--- config.mk ---
export PLATFORM = sky130hd
export DESIGN_NAME = fsclk_sequencer
export DESIGN_NICKNAME = d
export VERILOG_FILES = /design/src/rtl/fsq_pkg.sv /design/src/rtl/fsq_rst_sync.sv /design/src/rtl/fsq_step_ctr.sv /design/src/rtl/fsq_phase_dec.sv /design/src/rtl/fsclk_sequencer.sv
export SDC_FILE = /design/constraint.sdc
export NUM_CORES = 1
export LEC_CHECK = 0
export BUFFER_PORTS_ARGS = -buffer_cell sky130_fd_sc_hd__buf_2
export CAP_MARGIN = 20
export CORE_AREA = 10 10 47 49
export CTS_CLUSTER_SIZE = 14
export DETAILED_ROUTE_END_ITERATION = 8
export DIE_AREA = 0 0 57 59
export SLEW_MARGIN = 5
export SYNTH_ARGS = -nofsm -noshare
export SYNTH_HDL_FRONTEND = slang
export SYNTH_SLANG_ARGS = --single-unit
--- constraint.sdc ---
create_clock -name clk -period 1.25 [get_ports clk]
set_clock_uncertainty 0.05 [all_clocks]
set_input_delay 0.0625 -clock clk [delete_from_list [all_inputs] [get_ports clk]]
set_output_delay 0.0625 -clock clk [all_outputs]
set_load 0.02 [all_outputs]
--- src/rtl/fsq_pkg.sv ---
package fsq_pkg;

  // Per-cycle phase flags decoded from the step counter.
  typedef struct packed {
    logic rd;
    logic done;
    logic tick;
  } fsq_phase_t;

endpackage

--- src/rtl/fsq_rst_sync.sv ---
module fsq_rst_sync #(
  parameter int STAGES = 2
) (
  input  logic clk,
  input  logic arst_n,
  output logic srst_n
);

  logic [STAGES-1:0] pipe_q;
  logic [STAGES-1:0] pipe_d;

  always_comb begin
    pipe_d = {pipe_q[STAGES-2:0], 1'b1};
  end

  always_ff @(posedge clk or negedge arst_n) begin
    if (!arst_n) begin
      pipe_q <= '0;
    end else begin
      pipe_q <= pipe_d;
    end
  end

  assign srst_n = pipe_q[STAGES-1];

endmodule

--- src/rtl/fsq_step_ctr.sv ---
module fsq_step_ctr #(
  parameter int PERIOD = 21,
  parameter int W      = 5
) (
  input  logic         clk,
  input  logic         srst_n,
  output logic         run,
  output logic [W-1:0] step
);

  localparam logic [W-1:0] LAST = W'(PERIOD - 1);

  logic         run_q, run_d;
  logic [W-1:0] step_q, step_d;
  logic         step_en;

  // The run flag spends one cycle arming, so step 0 of the first period
  // is a full read slot.
  always_comb begin
    run_d   = 1'b1;
    step_en = run_q;
    step_d  = step_q;
    if (step_en) begin
      if (step_q == LAST) begin
        step_d = '0;
      end else begin
        step_d = step_q + W'(1);
      end
    end
  end

  always_ff @(posedge clk or negedge srst_n) begin
    if (!srst_n) begin
      run_q  <= 1'b0;
      step_q <= '0;
    end else begin
      run_q  <= run_d;
      step_q <= step_d;
    end
  end

  assign run  = run_q;
  assign step = step_q;

endmodule

--- src/rtl/fsq_phase_dec.sv ---
module fsq_phase_dec
  import fsq_pkg::*;
#(
  parameter int NUM_READS = 20,
  parameter int PERIOD    = 21,
  parameter int W         = 5
) (
  input  logic         run,
  input  logic [W-1:0] step,
  output fsq_phase_t   phase
);

  localparam logic [W-1:0] RD_END = W'(NUM_READS);
  localparam logic [W-1:0] LAST   = W'(PERIOD - 1);

  always_comb begin
    phase.rd   = run && (step < RD_END);
    phase.done = run && (step >= RD_END);
    phase.tick = run && (step == LAST);
  end

endmodule

--- src/rtl/fsclk_sequencer.sv ---
module fsclk_sequencer
  import fsq_pkg::*;
#(
  parameter int NUM_READS     = 20,
  parameter int SETTLE_CYCLES = 1,
  parameter int SYNC_STAGES   = 2,
  localparam int PERIOD       = NUM_READS + SETTLE_CYCLES,
  localparam int STEP_W       = (PERIOD > 2) ? $clog2(PERIOD) : 1
) (
  input  logic              clk,
  input  logic              rst_n,
  output logic [STEP_W-1:0] step_idx,
  output logic              rd_strobe,
  output logic              lookup_done,
  output logic              slow_tick
);

  logic       srst_n;
  logic       run;
  fsq_phase_t phase;

  fsq_rst_sync #(.STAGES(SYNC_STAGES)) u_rsync (
    .clk    (clk),
    .arst_n (rst_n),
    .srst_n (srst_n)
  );

  fsq_step_ctr #(.PERIOD(PERIOD), .W(STEP_W)) u_ctr (
    .clk    (clk),
    .srst_n (srst_n),
    .run    (run),
    .step   (step_idx)
  );

  fsq_phase_dec #(.NUM_READS(NUM_READS), .PERIOD(PERIOD), .W(STEP_W)) u_dec (
    .run   (run),
    .step  (step_idx),
    .phase (phase)
  );

  assign rd_strobe   = phase.rd;
  assign lookup_done = phase.done;
  assign slow_tick   = phase.tick;

endmodule

==> impl_metrics.env, run 1 <==
export IMPL_preCtsSetupSlack_ps=-7.12
export IMPL_syn_avg_cell_area_um2=10.1
export IMPL_areaGrowthSynthToFinish_pct=65.9
export IMPL_rows=14
export IMPL_post_dp_cell_area_um2=462
export IMPL_wl_mm=1.04
export IMPL_avgRoutedWirePerCell_um=12.7
export IMPL_worstSetupStartpoint="u_ctr.step[1]"
export IMPL_cp_slowest_cell="dfrtp_2"
export IMPL_postLayoutCellArea_um2=639
export IMPL_antenna_cells=0
export IMPL_r2r_setup_slack_ps=-50
export IMPL_ant_nets=0
export IMPL_critPathRequiredTime_ps=1140
export IMPL_clk_pin_slew_worst_paths_ps=60
export IMPL_overflow=0
export IMPL_yosys_area_share_xor_xnor_pct=0
export IMPL_ys_warnings_count=0
export IMPL_outcome="complete, but fails checks"
export IMPL_grt_max_degree=12
export IMPL_finalPower_mw=1.58
export IMPL_syn_area_um2=385
export IMPL_crit_family="flip-flops"
export IMPL_post_route_period_util_pct=106
export IMPL_yosysSeqAreaShare_pct=51.9
export IMPL_critical_path_endpoint="slow_tick"
export IMPL_cap_violations=0
export IMPL_synth_compound_area_share_pct=14.0
export IMPL_hold_violations=0
export IMPL_r2r_start="u_ctr.step[1]"
export IMPL_critPathCaptureType="primary output"
export IMPL_die_h_um=59
export IMPL_critPathArrivalTime_ps=1210
export IMPL_synthMuxAreaShare_pct=0
export IMPL_ir_worst_vdd_mv=0.743
export IMPL_gp_congestion=0.742
export IMPL_synthDistinctLibCells=19
export IMPL_slew_violations=0
export IMPL_cp_depth=5
export IMPL_synth_simple_gate_area_share_pct=19.8
export IMPL_synthCells=38
export IMPL_r2r_end="u_ctr.step[3]"
export IMPL_die_area_um2=3360
export IMPL_synth_top_family_by_area="simple AND/OR/NAND/NOR gates"
export IMPL_cts_tree="done"
export IMPL_first_iter_violations=0
export IMPL_leakagePower_nw=0.305
export IMPL_die_w_um=57
export IMPL_synthAdderAreaFrac_pct=6.49
export IMPL_io_buffers=9
export IMPL_clk_path_buf_depth=2
export IMPL_violations="setup timing"
export IMPL_fmax_ghz=0.757
export IMPL_crit_chain="inv_2 > ha_4 > nand3b_1 > nor2_1 > buf_4"
export IMPL_grt_antenna_before_repair=0
export IMPL_worst_setup_path_start_kind="register"
export IMPL_reg2regPathDepth=6
export IMPL_cts_made_buffers=3
export IMPL_io_pin_count=10
export IMPL_drtPass1Iterations=1
export IMPL_finalNetCount=71
export IMPL_worst_setup_path_type="reg2out"
export IMPL_insertion_delay_ps=250
export IMPL_hold_path_class="reg2async"
export IMPL_period_minus_slack_ps=1320
export IMPL_h_tree_depth=1
export IMPL_layout_commonest_cell="buf_4"
export IMPL_vias=377
export IMPL_crit_buf_inv=2
export IMPL_final_setup_worst_slack_ps=-71.4
export IMPL_cts_root_buf="clkbuf_4"
export IMPL_critPathMaxStageDelay_ps=410
export IMPL_rsz0062_at_grt="yes"
export IMPL_cts_sinks=8
export IMPL_start_util_pct=27.5
export IMPL_grt_pass1_vias=366
export IMPL_nFillCells=156
export IMPL_route_detailed_drc=0
export IMPL_grt_pass1_wl_mm=1.55
export IMPL_core_area_um2=1400
export IMPL_track_usage_pct=5.83
export IMPL_final_util_pct=45.6
export IMPL_crit_fanout=2
export IMPL_ys_ff_latch=8
export IMPL_layout_cells_most_common_list="15 x buf_4, 7 x buf_2, 6 x dfrtp_2"
export IMPL_viasPerCell=4.60
export IMPL_p_per_area_nw_per_um2=2470
export IMPL_setup_viol_count_final=5
export IMPL_layout_drive_gt1_share_pct=60.6
how the worst min path moves through the flow:
stage / end / slack [ps] / cells past startpoint
floorplan: u_rsync.pipe_q[0] / -280 / 0
global placement: u_rsync.pipe_q[1] / -200 / 1
detailed placement: u_rsync.pipe_q[1] / -200 / 1
CTS: u_ctr.step[4] / 50 / 0
global route: u_ctr.step[0] / 60 / 0
finish: u_ctr.step[4] / 30 / 0
power by group:
part / internal (mW) / switching, mW
Clock: 0.122 / 0.0811
Combinational: 0.459 / 0.461
Sequential: 0.356 / 0.100
Total: 0.936 / 0.643
worst register-to-register path, delay by kind of cell, from the launching register on:
kind                       cells  cell delay (ps)
DFF                            1              410
buffers and inverters          2              230
and+or+nand+nor                2              210
AOI/OAI and AO/OA              1              150
adders and majority gates      1              140
stage by stage:
stage	hold WS, ps	setup TNS (ps)	cells
2_1_floorplan	-283	0	39
3_3_place_gp	-200	0	63
3_5_place_dp	-199	-7.12	63
4_1_cts	45.5	-150	77
5_1_grt	59.8	-620	82
6_report	33.9	-214	82
sequential cells by signal, indices dropped and copies added, names as in the netlist:
name	count
u_ctr.step	5
u_rsync.pipe_q	2
u_ctr.run	1
layout make-up:
cell class / count / area, um^2 / area share [%]
Sequential cell: 8 / 208 / 32.5
Multi-Input combinational cell: 25 / 198 / 30.9
Timing Repair Buffer: 24 / 169 / 26.4
Clock buffer: 4 / 26.3 / 4.11
Tap cell: 16 / 20.0 / 3.13
Inverter: 5 / 18.8 / 2.94
cells by family after synthesis:
group                      after synthesis
adders and majority gates                2
and+or+nand+nor                         12
buffers and inverters                    6
other                                    1
AOI/OAI and AO/OA                        9
DFF                                      8
timing repair:
| item | in CTS | in global routing |
|---|---|---|
| pin swaps | 2 | 5 |
| gates resized for setup | 7 | 8 |
| endpoints found under the setup margin | 4 | 8 |
| hold buffers | 1 | 0 |
| buffers inserted | 9 | 5 |
| endpoints found under the hold margin | 2 | 0 |
routing by layer:
metal	GRT usage (%)	up-vias	routed length [um]
met5	0	-	0
met4	3.02	0	6
met1	5.80	183	432
met3	2.79	2	61
li1	-	184	-
met2	9.92	8	542
synth_stat cells:
cell type | number | area (um^2)
nand3_1 | 2 | 10.0
nand3b_1 | 1 | 7.51
o211ai_1 | 1 | 7.51
nand4b_1 | 2 | 17.5
buf_4 | 1 | 7.51
o21ai_0 | 3 | 15.0
inv_1 | 5 | 18.8
conb_1 | 1 | 3.75
a21oi_1 | 2 | 10.0
a21o_1 | 1 | 7.51
nor2_1 | 3 | 11.3
a22o_1 | 1 | 8.76
and2_1 | 1 | 6.26
ha_1 | 2 | 25.0
dfrtp_1 | 8 | 200
o21ai_1 | 1 | 5.00
nand2_1 | 1 | 3.75
nor3b_1 | 1 | 7.51
nand4_2 | 1 | 12.5
No activity file was read; power rests on OpenSTA's default activity.
==> run 2: changes to the inputs <==
Settings changed: ABC_AREA set to 1.
==> impl_metrics.env, run 2 <==
export IMPL_worst_setup_path_start_kind="register"
export IMPL_areaGrowthSynthToFinish_pct=60.1
export IMPL_start_util_pct=26.9
export IMPL_met1_usage_pct=6.14
export IMPL_synth_top_area_share_pct=53.2
export IMPL_met2_usage_pct=8.06
export IMPL_nFillCells=152
export IMPL_synth_common_cells="13 x nand2_1, 9 x nor2_1, 8 x dfrtp_1"
export IMPL_cp_slowest_cell="dfrtp_2"
export IMPL_multiInputGateArea_um2=208
export IMPL_cp_depth=7
export IMPL_synthDistinctLibCells=12
export IMPL_r2r_start="u_ctr.step[0]"
export IMPL_r2r_setup_slack_ps=-50
export IMPL_ys_warnings_count=0
export IMPL_fmax_ghz=0.745
export IMPL_finalNetCount=73
export IMPL_critPathArrivalTime_ps=1230
export IMPL_seq_area_um2=206
export IMPL_finalPower_mw=1.26
export IMPL_outcome="complete, but fails checks"
export IMPL_grt_use_met3_pct=2.36
export IMPL_synthCells=46
export IMPL_io_buffers=9
export IMPL_cts_sinks=8
export IMPL_crit_top_cell="inv_2"
export IMPL_largest_reg_flops=5
export IMPL_grt_pass1_vias=375
export IMPL_clk_path_buf_depth=2
export IMPL_ys_top_cells_by_area="dfrtp_1 53%, nand2_1 13%, nor2_1 9.0%"
export IMPL_core_area_um2=1400
export IMPL_hpwl_um=617
export IMPL_post_route_period_util_pct=107
export IMPL_synth_main_ff_cell="dfrtp_1"
export IMPL_vias=359
export IMPL_first_iter_violations=5
export IMPL_die_area_um2=3360
export IMPL_ir_worst_vdd_mv=0.862
export IMPL_yosysSeqAreaShare_pct=53.2
export IMPL_rows=14
export IMPL_rsz0062_at_grt="yes"
export IMPL_viasPerCell=4.27
export IMPL_busiest_layer="met2"
export IMPL_grt_pass1_wl_mm=1.50
export IMPL_reg2regPathDepth=9
export IMPL_layout_cells_non_filler=84
export IMPL_layout_drive_gt1_share_pct=55.9
export IMPL_hold_violations=0
export IMPL_critPathCaptureType="primary output"
export IMPL_avgRoutedWirePerCell_um=10.5
export IMPL_layout_commonest_cell="nand2_1"
export IMPL_cts_tree="done"
export IMPL_syn_area_um2=377
export IMPL_h_tree_depth=1
export IMPL_syn_avg_cell_area_um2=8.19
export IMPL_wl_um=878
export IMPL_track_usage_pct=5.73
export IMPL_clk_pin_slew_worst_paths_ps=50
export IMPL_synth_most_common_cell="nand2_1"
export IMPL_ys_ff_latch=8
export IMPL_worstSetupStartpoint="u_ctr.step[0]"
export IMPL_dp_cells=72
export IMPL_final_setup_worst_slack_ps=-92.8
export IMPL_gp_congestion=0.683
export IMPL_die_w_um=57
export IMPL_grt_antenna_before_repair=0
export IMPL_drtPass1Iterations=4
export IMPL_crit_chain="inv_2 > ha_4 > nand2_2 > inv_2 > nand3_4 > inv_4 > buf_6"
export IMPL_crit_fanout=2
export IMPL_antenna_cells=0
export IMPL_leakagePower_nw=0.301
export IMPL_io_pin_count=10
export IMPL_overflow=0
export IMPL_grt_max_degree=8
export IMPL_critPathMaxStageDelay_ps=410
export IMPL_insertion_delay_ps=250
export IMPL_critical_path_endpoint="slow_tick"
export IMPL_period_minus_slack_ps=1340
export IMPL_cts_root_buf="clkbuf_4"
export IMPL_hold_path_class="reg2async"
export IMPL_ant_nets=0
export IMPL_violations="setup timing"
export IMPL_layout_cells_most_common_list="11 x nand2_1, 8 x buf_2, 6 x nor2_1, 6 x buf_4, 5 x dfrtp_2"
export IMPL_synth_top_cell_by_area="dfrtp_1"
export IMPL_crit_family="flip-flops"
export IMPL_critPathRequiredTime_ps=1140
export IMPL_r2r_end="u_ctr.step[4]"
export IMPL_setup_viol_count_final=4
export IMPL_die_h_um=59
export IMPL_async_reset_ff_share_pct=100
export IMPL_cts_made_buffers=3
export IMPL_worst_setup_path_type="reg2out"
export IMPL_cap_violations=0
export IMPL_slew_violations=0
export IMPL_crit_buf_inv=4
export IMPL_final_util_pct=43.0
export IMPL_route_detailed_drc=0
export IMPL_synth_edf_count=0
export IMPL_p_per_area_nw_per_um2=2090
-- run 2: metrics by stage --
step	worst slack [ps]	instance area, um^2	hold slack, ps	setup TNS (ps)
floorplan	14.0	384	-283	0
global placement	26.4	449	-202	0
detailed placement	-6.51	449	-201	-6.51
CTS	-97.1	549	42.5	-301
global route	-168	603	65.9	-515
finish	-92.8	603	34.7	-196
-- run 2: worst min-delay path by stage --
stage / startpoint / end / slack [ps] / depth (start not counted)
detailed placement: rst_n / u_rsync.pipe_q[0] / -200 / 1
finish: u_rsync.pipe_q[1] / u_ctr.step[2] / 30 / 0
global placement: rst_n / u_rsync.pipe_q[0] / -200 / 1
floorplan: rst_n / u_rsync.pipe_q[0] / -280 / 0
global route: u_rsync.pipe_q[1] / u_ctr.step[2] / 70 / 0
CTS: u_rsync.pipe_q[1] / u_ctr.step[2] / 40 / 0
-- run 2: final cells by class --
| type | instances | area share [%] |
|---|---|---|
| clock buffers | 4 | 4.36 |
| inverters | 6 | 4.15 |
| multi-input cells | 33 | 34.4 |
| flip-flops and latches | 8 | 34.2 |
| well taps | 16 | 3.32 |
| repair buffers | 17 | 19.5 |
-- run 2: metal layers --
metal	vias up	wire length, um
li1	179	-
met1	165	357
met2	11	416
met3	4	77
met4	0	27
met5	-	0
-- run 2: where the power goes --
| part | switching [mW] | internal, mW |
|---|---|---|
| clock network | 0.0840 | 0.122 |
| logic | 0.355 | 0.250 |
| registers | 0.101 | 0.348 |
| total | 0.541 | 0.720 |
-- run 2: cells by family (layout without fill, tap and decap cells) --
kind of cell / Yosys count / in the layout / synth area share (%)
flops: 8 / 8 / 53.2
xor+xnor: 1 / 1 / 2.33
compound gates: 1 / 1 / 1.33
simple gates: 27 / 27 / 29.6
fa+ha+maj: 2 / 2 / 6.64
other cells: 1 / 2 / 0.996
buf+inv: 6 / 27 / 5.98
-- run 2: timing repair --
item / in CTS / in global routing
pin swaps: 1 / 1
setup buffers: 5 / 3
endpoints found under the setup margin: 2 / 6
gates cloned: 0 / 0
gates resized for setup: 9 / 13
hold buffers: 1 / 0
endpoints found under the hold margin: 2 / 0
